File: config.mk
export PLATFORM = sky130hd
export DESIGN_NAME = cyc_tap_counter
export DESIGN_NICKNAME = d
export VERILOG_FILES = /design/src/rtl/cyc_tap_counter.sv
export SDC_FILE = /design/constraint.sdc
export NUM_CORES = 1
export LEC_CHECK = 0
export BUFFER_PORTS_ARGS = -buffer_cell sky130_fd_sc_hd__buf_2
export CORE_ASPECT_RATIO = 1.5
export CORE_MARGIN = 1.5
export CORE_UTILIZATION = 53
export CTS_BUF_LIST = sky130_fd_sc_hd__clkbuf_16
export CTS_CLUSTER_DIAMETER = 30
export CTS_CLUSTER_SIZE = 30
export DETAILED_ROUTE_END_ITERATION = 12
export PLACE_DENSITY_LB_ADDON = 0.2
export SETUP_SLACK_MARGIN = 0.15
export SLEW_MARGIN = 15
export SYNTH_ARGS = -nofsm -noshare
export SYNTH_HDL_FRONTEND = slang
export SYNTH_SLANG_ARGS = --single-unit
File: constraint.sdc
create_clock -name clk -period 2.8 [get_ports clk]
set_clock_uncertainty 0.15 [all_clocks]
set_input_delay 0.42 -clock clk [delete_from_list [all_inputs] [get_ports clk]]
set_output_delay 0.42 -clock clk [all_outputs]
set_load 0.05 [all_outputs]
File: src/rtl/cyc_tap_counter.sv
module cyc_tap_counter #(
  parameter int CW        = 32,
  parameter int LO_TAP    = 6,
  parameter int HI_TAP    = 10,
  parameter int SYNC_BASE = 24
) (
  input  logic          clk,
  input  logic          rst_n,
  input  logic          reg_wr,
  input  logic          reg_sel,
  input  logic [CW-1:0] reg_wdata,
  output logic [31:0]   ctrl_rd,
  output logic [CW-1:0] count_rd,
  output logic          cyc_evt,
  output logic          sync_tick
);
  localparam int PW = 4;

  logic          run_en, tap_sel, samp_inh, evt_en;
  logic [1:0]    sync_sel;
  logic [PW-1:0] preset, post;
  logic [CW-1:0] count;
  logic [CW-1:0] count_inc;
  logic          wr_ctrl, wr_cnt, inc, tap_ev, sync_ev;
  logic          sync_old, sync_new;

  assign wr_ctrl   = reg_wr & ~reg_sel;
  assign wr_cnt    = reg_wr &  reg_sel;
  assign inc       = run_en & ~wr_cnt;
  assign count_inc = count + 1'b1;

  assign tap_ev = inc & (tap_sel ? (count[HI_TAP] ^ count_inc[HI_TAP])
                                 : (count[LO_TAP] ^ count_inc[LO_TAP]));

  always_comb begin
    case (sync_sel)
      2'd1:    begin sync_old = count[SYNC_BASE];   sync_new = count_inc[SYNC_BASE];   end
      2'd2:    begin sync_old = count[SYNC_BASE+2]; sync_new = count_inc[SYNC_BASE+2]; end
      2'd3:    begin sync_old = count[SYNC_BASE+4]; sync_new = count_inc[SYNC_BASE+4]; end
      default: begin sync_old = 1'b0;               sync_new = 1'b0;                   end
    endcase
  end
  assign sync_ev = inc & (sync_old ^ sync_new);

  always_ff @(posedge clk) begin
    if (!rst_n) begin
      count <= '0;
    end else if (wr_cnt) begin
      count <= reg_wdata;
    end else if (run_en) begin
      count <= count_inc;
    end
  end

  always_ff @(posedge clk) begin
    if (!rst_n) begin
      run_en   <= 1'b0;
      preset   <= '0;
      post     <= '0;
      tap_sel  <= 1'b0;
      sync_sel <= 2'd0;
      samp_inh <= 1'b0;
      evt_en   <= 1'b0;
    end else if (wr_ctrl) begin
      run_en   <= reg_wdata[0];
      preset   <= reg_wdata[4:1];
      post     <= reg_wdata[8:5];
      tap_sel  <= reg_wdata[9];
      sync_sel <= reg_wdata[11:10];
      samp_inh <= reg_wdata[12];
      evt_en   <= reg_wdata[22];
    end else if (tap_ev) begin
      post <= (post == '0) ? preset : post - 1'b1;
    end
  end

  always_ff @(posedge clk) begin
    if (!rst_n) begin
      cyc_evt   <= 1'b0;
      sync_tick <= 1'b0;
    end else begin
      cyc_evt   <= tap_ev & (post == '0) & evt_en & ~samp_inh;
      sync_tick <= sync_ev;
    end
  end

  assign count_rd = count;
  assign ctrl_rd  = {9'd0, evt_en, 9'd0, samp_inh, sync_sel, tap_sel, post, preset, run_en};

  assert_hold_R2: assert property (@(posedge clk) disable iff (!rst_n)
    (!run_en && !wr_cnt) |=> $stable(count_rd));
  assert_step_R2: assert property (@(posedge clk) disable iff (!rst_n)
    (run_en && !wr_cnt) |=> count_rd == CW'($past(count_rd) + 1'b1));
  assert_wr_prio_R3: assert property (@(posedge clk) disable iff (!rst_n)
    wr_cnt |=> count_rd == $past(reg_wdata));
  assert_reload_R6: assert property (@(posedge clk) disable iff (!rst_n)
    (tap_ev && !wr_ctrl && post == '0) |=> ctrl_rd[8:5] == $past(ctrl_rd[4:1]));
  assert_evt_gate_R7: assert property (@(posedge clk) disable iff (!rst_n)
    cyc_evt |-> $past(ctrl_rd[22] && !ctrl_rd[12]));
  assert_evt_single_R7: assert property (@(posedge clk) disable iff (!rst_n)
    cyc_evt |=> !cyc_evt);
  assert_sync_off_R8: assert property (@(posedge clk) disable iff (!rst_n)
    sync_tick |-> $past(ctrl_rd[11:10] != 2'd0 && ctrl_rd[0]));
endmodule

==> results by group <==
Global route
  – Number of antenna violations at the first check in global routing: 0
  – Pin count of the biggest net entering global routing: 42
  – Global-route usage over all layers: 24.00%
  – Vias in the first global route: ~2.3k
  – Remaining global-route overflow: 0
  – Wire length of the first global-routing pass: 10490 µm

Layout
  – Share of layout cells above drive strength 1: between 20 and 30%
  – Synth-to-layout area growth: 19.34%
  – Antenna Cells: 0
  – Total number of nets in the final design: between 400 and 500
  – Final design utilization: between 60% and 70%
  – Filler cells: 474

Min path
  – Hold path cells: 3
  – Hold path startpoint: reg_wdata[2]
  – Classification of the worst-slack hold path: in -> reg
  – Worst min-delay path endpoint: preset[1]$_SDFFE_PN0P_

Detailed routing
  – Via total after detailed routing: 2576
  – Count of routing violations after the opening detailed-route iteration: between 100 and 150
  – Number of remaining DRC errors: 0
  – Routed length per instance: ~14 µm
  – Via density per instance: 5.423
  – First-pass iteration count of the detailed router: 4
  – Antenna Nets Post-Route: 0
  – Post-Route WL: about 6700 µm

Timing
  – Setup tns final: 0 ps
  – Worst-Margin Slew: a little under 900 ps
  – Number of failing hold endpoints at the final stage: 0
  – Slew Limit Headroom: a little over two fifths
  – Portion of the clock cycle consumed by the worst path in the final layout: around 79%
  – Setup violators final: 0
  – Maximum frequency from static timing analysis: about 450 MHz
  – Final Slew Violations: 0
  – Unrepaired setup endpoints after global routing: no
  – Final min period: approximately 2200 ps

Place
  – Routability cong.: about 0.82
  – Hpwl dp: around 5000 µm
  – Port buffer count: a little over 80

Flow run
  – Number of violations of the max-capacitance limit: 0

Clock network
  – PostCTS Resize Cnt: 0
  – Root buffer cell: sky130_fd_sc_hd__clkbuf_16
  – Number of buffers created by CTS: 5
  – Clock network latency to the later pin of the worst-skew pair: about 290 ps
  – Maximum buffer depth of the clock tree: 2
  – Clk pin slew, worst setup/hold paths: 70 ps
  – Clock Sink Count: 48
  – Quantity of hold-fixing buffers added after cts: 0
  – CTS tree: yes
  – Post CTS Setup Buffer Count: 0
  – Count of H-tree levels built during CTS: 2

Yosys
  – Mapped cell area: approximately 2800 µm²
  – Fraction of synthesized cell area taken by the top area cell type: 34.94%
  – Number of warnings printed during yosys synthesis: 0
  – Biggest area contributors in the synthesized netlist: sky130_fd_sc_hd__dfxtp_1 (35%), sky130_fd_sc_hd__a211oi_1 (6.3%), sky130_fd_sc_hd__buf_4 (6.0%)
  – Synth cell types: between 40 and 50
  – Top_reg_cell synth: sky130_fd_sc_hd__dfxtp_1
  – Number of instances in the synthesized netlist: approximately 340
  – Commonest cells in the netlist: sky130_fd_sc_hd__dfxtp_1 (48), sky130_fd_sc_hd__nand2_1 (41), sky130_fd_sc_hd__nor2_1 (36), sky130_fd_sc_hd__a211oi_1 (23), sky130_fd_sc_hd__buf_4 (22)
  – Library cell occupying the most area in the post-synthesis netlist: sky130_fd_sc_hd__dfxtp_1
  – Number of synthesized flops with an enable pin: 0
  – Share of synthesized registers carrying an async set or reset: 0%
  – Mean Syn Cell Area: ~8 µm²
  – Flip-flop and latch count after synthesis: between 40 and 50
  – Dominant cell by count in the synthesized netlist: sky130_fd_sc_hd__dfxtp_1
  – Sequential fraction of the synthesis area: approximately a third

Setup path
  – Element type at the critical path start: register
  – Count of buffer and inverter cells on the critical path: 0
  – Critical Setup Path Class: reg -> reg
  – Crit path arrival time: 2230 ps
  – Slowest cell delay on critical path: slightly below 600 ps
  – Reg2Reg Launch Point: count_rd[0]$_SDFFE_PN0P_
  – CP cell instances: ha_1 > nand4_4 > a2111oi_4 > nand2_1 > a221oi_1 > nor2_1
  – Cell type group with the largest total delay on the critical path: compound AO/OA/AOI/OAI gates
  – Max stage delay cell, worst path: sky130_fd_sc_hd__a2111oi_4
  – Critical register-to-register path endpoint: post[3]$_SDFFE_PN0P_
  – Critical path fanouts, max: 9
  – Critical path data required time: around 2800 ps
  – Critical Path Sink Type: register
  – Cell depth of the worst flop-to-flop path: 6
  – FF-to-FF setup slack: around 600 ps

Floorplanning
  – Initial cell density of the core: 55.83%
  – Die Outline Area: around 5600 µm²
  – Boundary pin count: between 100 and 150
  – Die extent in x: approximately 62 µm
  – Number of rows in the core area: 31
  – Die Y-Extent: just over 90 µm
  – Core Region: 4926 µm²

Pwr
  – Largest voltage drop on the vdd net: 0.0004594 V
  – Overall power consumption: 0.001868 W
  – Static power due to leakage: about 1.4 nW
  – Power density over the cells: 569.3 nW/µm²

Status
  – Run status: finished clean
## sequential cells by signal, indices dropped and copies added, names as in the netlist
register,flops
preset,4
count_rd,32
sync_sel,2
samp_inh,1
post,4
run_en,1
evt_en,1
sync_tick,1
cyc_evt,1
tap_sel,1
## stage by stage
step | instance area, µm² | setup slack (ps) | instances | hold slack (ps)
after floorplan | 2814 | 430.2 | 353 | 294.9
after global placement | 3114 | 701.5 | 467 | 307.8
after detailed placement | 3114 | 649.9 | 467 | 313.9
after CTS | 3282 | 623.9 | 475 | 226.0
after global routing | 3282 | 421.1 | 475 | 241.5
final | 3282 | 594.4 | 475 | 226.7
## worst register-to-register path, cell delays in order, from the launching register on
cell                        delay [ps]
sky130_fd_sc_hd__dfxtp_1           380
sky130_fd_sc_hd__ha_1              270
sky130_fd_sc_hd__nand4_4           220
sky130_fd_sc_hd__a2111oi_4         580
sky130_fd_sc_hd__nand2_1            90
sky130_fd_sc_hd__a221oi_1          320
sky130_fd_sc_hd__nor2_1             80
## cell families (layout without fill, tap and decap cells)
kind of cell	Yosys count	in the layout	synth area share, %
AND/OR/NAND/NOR	141	141	27.66
AO/OA/AOI/OAI	72	72	17.84
flip-flops	48	48	34.94
buffers and inverters	43	99	9.236
XOR/XNOR	28	28	8.917
adder cells (fa/ha/maj)	2	2	0.9098
other	1	18	0.1364
multiplexers	1	1	0.3640
## layout make-up
type                       count  area (µm²)  share of cell area [%]
clock buffer                   5       125.1                   3.812
inverter                       5       18.77                  0.5719
tap                           66       82.58                   2.516
timing repair buffer          86       450.4                   13.72
sequential                    48       960.9                   29.28
clock inverter                 3       42.54                   1.296
multi-input combinational    262        1602                   48.80
## routing by layer
metal	vias up	share of wire (%)	track usage, %	wire length (µm)
met5	-	0	0	0
met4	0	2.3	8.511	158
met3	15	4.6	4.701	307
met2	83	51	40.96	3466
met1	1183	42	28.53	2810
li1	1295	-	-	-
## report_power, final
part | switching (W) | internal, W | total (W)
Combinational | 0.000299 | 0.000102 | 0.000402
Sequential | 0.0000565 | 0.000725 | 0.000781
Clock | 0.000266 | 0.000420 | 0.000686
Total | 0.000622 | 0.00125 | 0.00187
## how the worst max path moves through the flow
stage,from,to,cells after the start
floorplan,count_rd[0]$_SDFFE_PN0P_,post[3]$_SDFFE_PN0P_,6
global placement,count_rd[0]$_SDFFE_PN0P_,post[3]$_SDFFE_PN0P_,6
detailed placement,count_rd[0]$_SDFFE_PN0P_,post[3]$_SDFFE_PN0P_,6
CTS,count_rd[0]$_SDFFE_PN0P_,post[3]$_SDFFE_PN0P_,6
global route,count_rd[0]$_SDFFE_PN0P_,post[3]$_SDFFE_PN0P_,6
finish,count_rd[0]$_SDFFE_PN0P_,post[3]$_SDFFE_PN0P_,6
## cell usage in the layout (no fill, tap or decap), types with 2 or more instances in the layout
cell	count
sky130_fd_sc_hd__buf_2	83
sky130_fd_sc_hd__dfxtp_1	48
sky130_fd_sc_hd__nand2_1	40
sky130_fd_sc_hd__nor2_1	36
sky130_fd_sc_hd__a211oi_1	23
sky130_fd_sc_hd__a21oi_1	20
sky130_fd_sc_hd__conb_1	18
sky130_fd_sc_hd__xor2_1	14
sky130_fd_sc_hd__xnor2_1	14
sky130_fd_sc_hd__o21ai_0	13
sky130_fd_sc_hd__nand3_1	12
sky130_fd_sc_hd__nor3_1	9
sky130_fd_sc_hd__nand4_1	7
sky130_fd_sc_hd__inv_1	5
sky130_fd_sc_hd__clkbuf_16	5
sky130_fd_sc_hd__and3_1	4
sky130_fd_sc_hd__nor4_1	4
sky130_fd_sc_hd__nand2_2	3
sky130_fd_sc_hd__nor4_2	3
sky130_fd_sc_hd__or3_1	3
sky130_fd_sc_hd__a311oi_1	3
sky130_fd_sc_hd__nor2b_1	3
sky130_fd_sc_hd__o31a_1	3
sky130_fd_sc_hd__and4_1	2
sky130_fd_sc_hd__nand4_4	2
sky130_fd_sc_hd__and4_2	2
sky130_fd_sc_hd__and2_1	2
sky130_fd_sc_hd__nor3_2	2
sky130_fd_sc_hd__nor3b_1	2
sky130_fd_sc_hd__o21ai_1	2
sky130_fd_sc_hd__a31oi_1	2
sky130_fd_sc_hd__ha_1	2
sky130_fd_sc_hd__buf_4	2
Power figures use the tool's default switching activity.
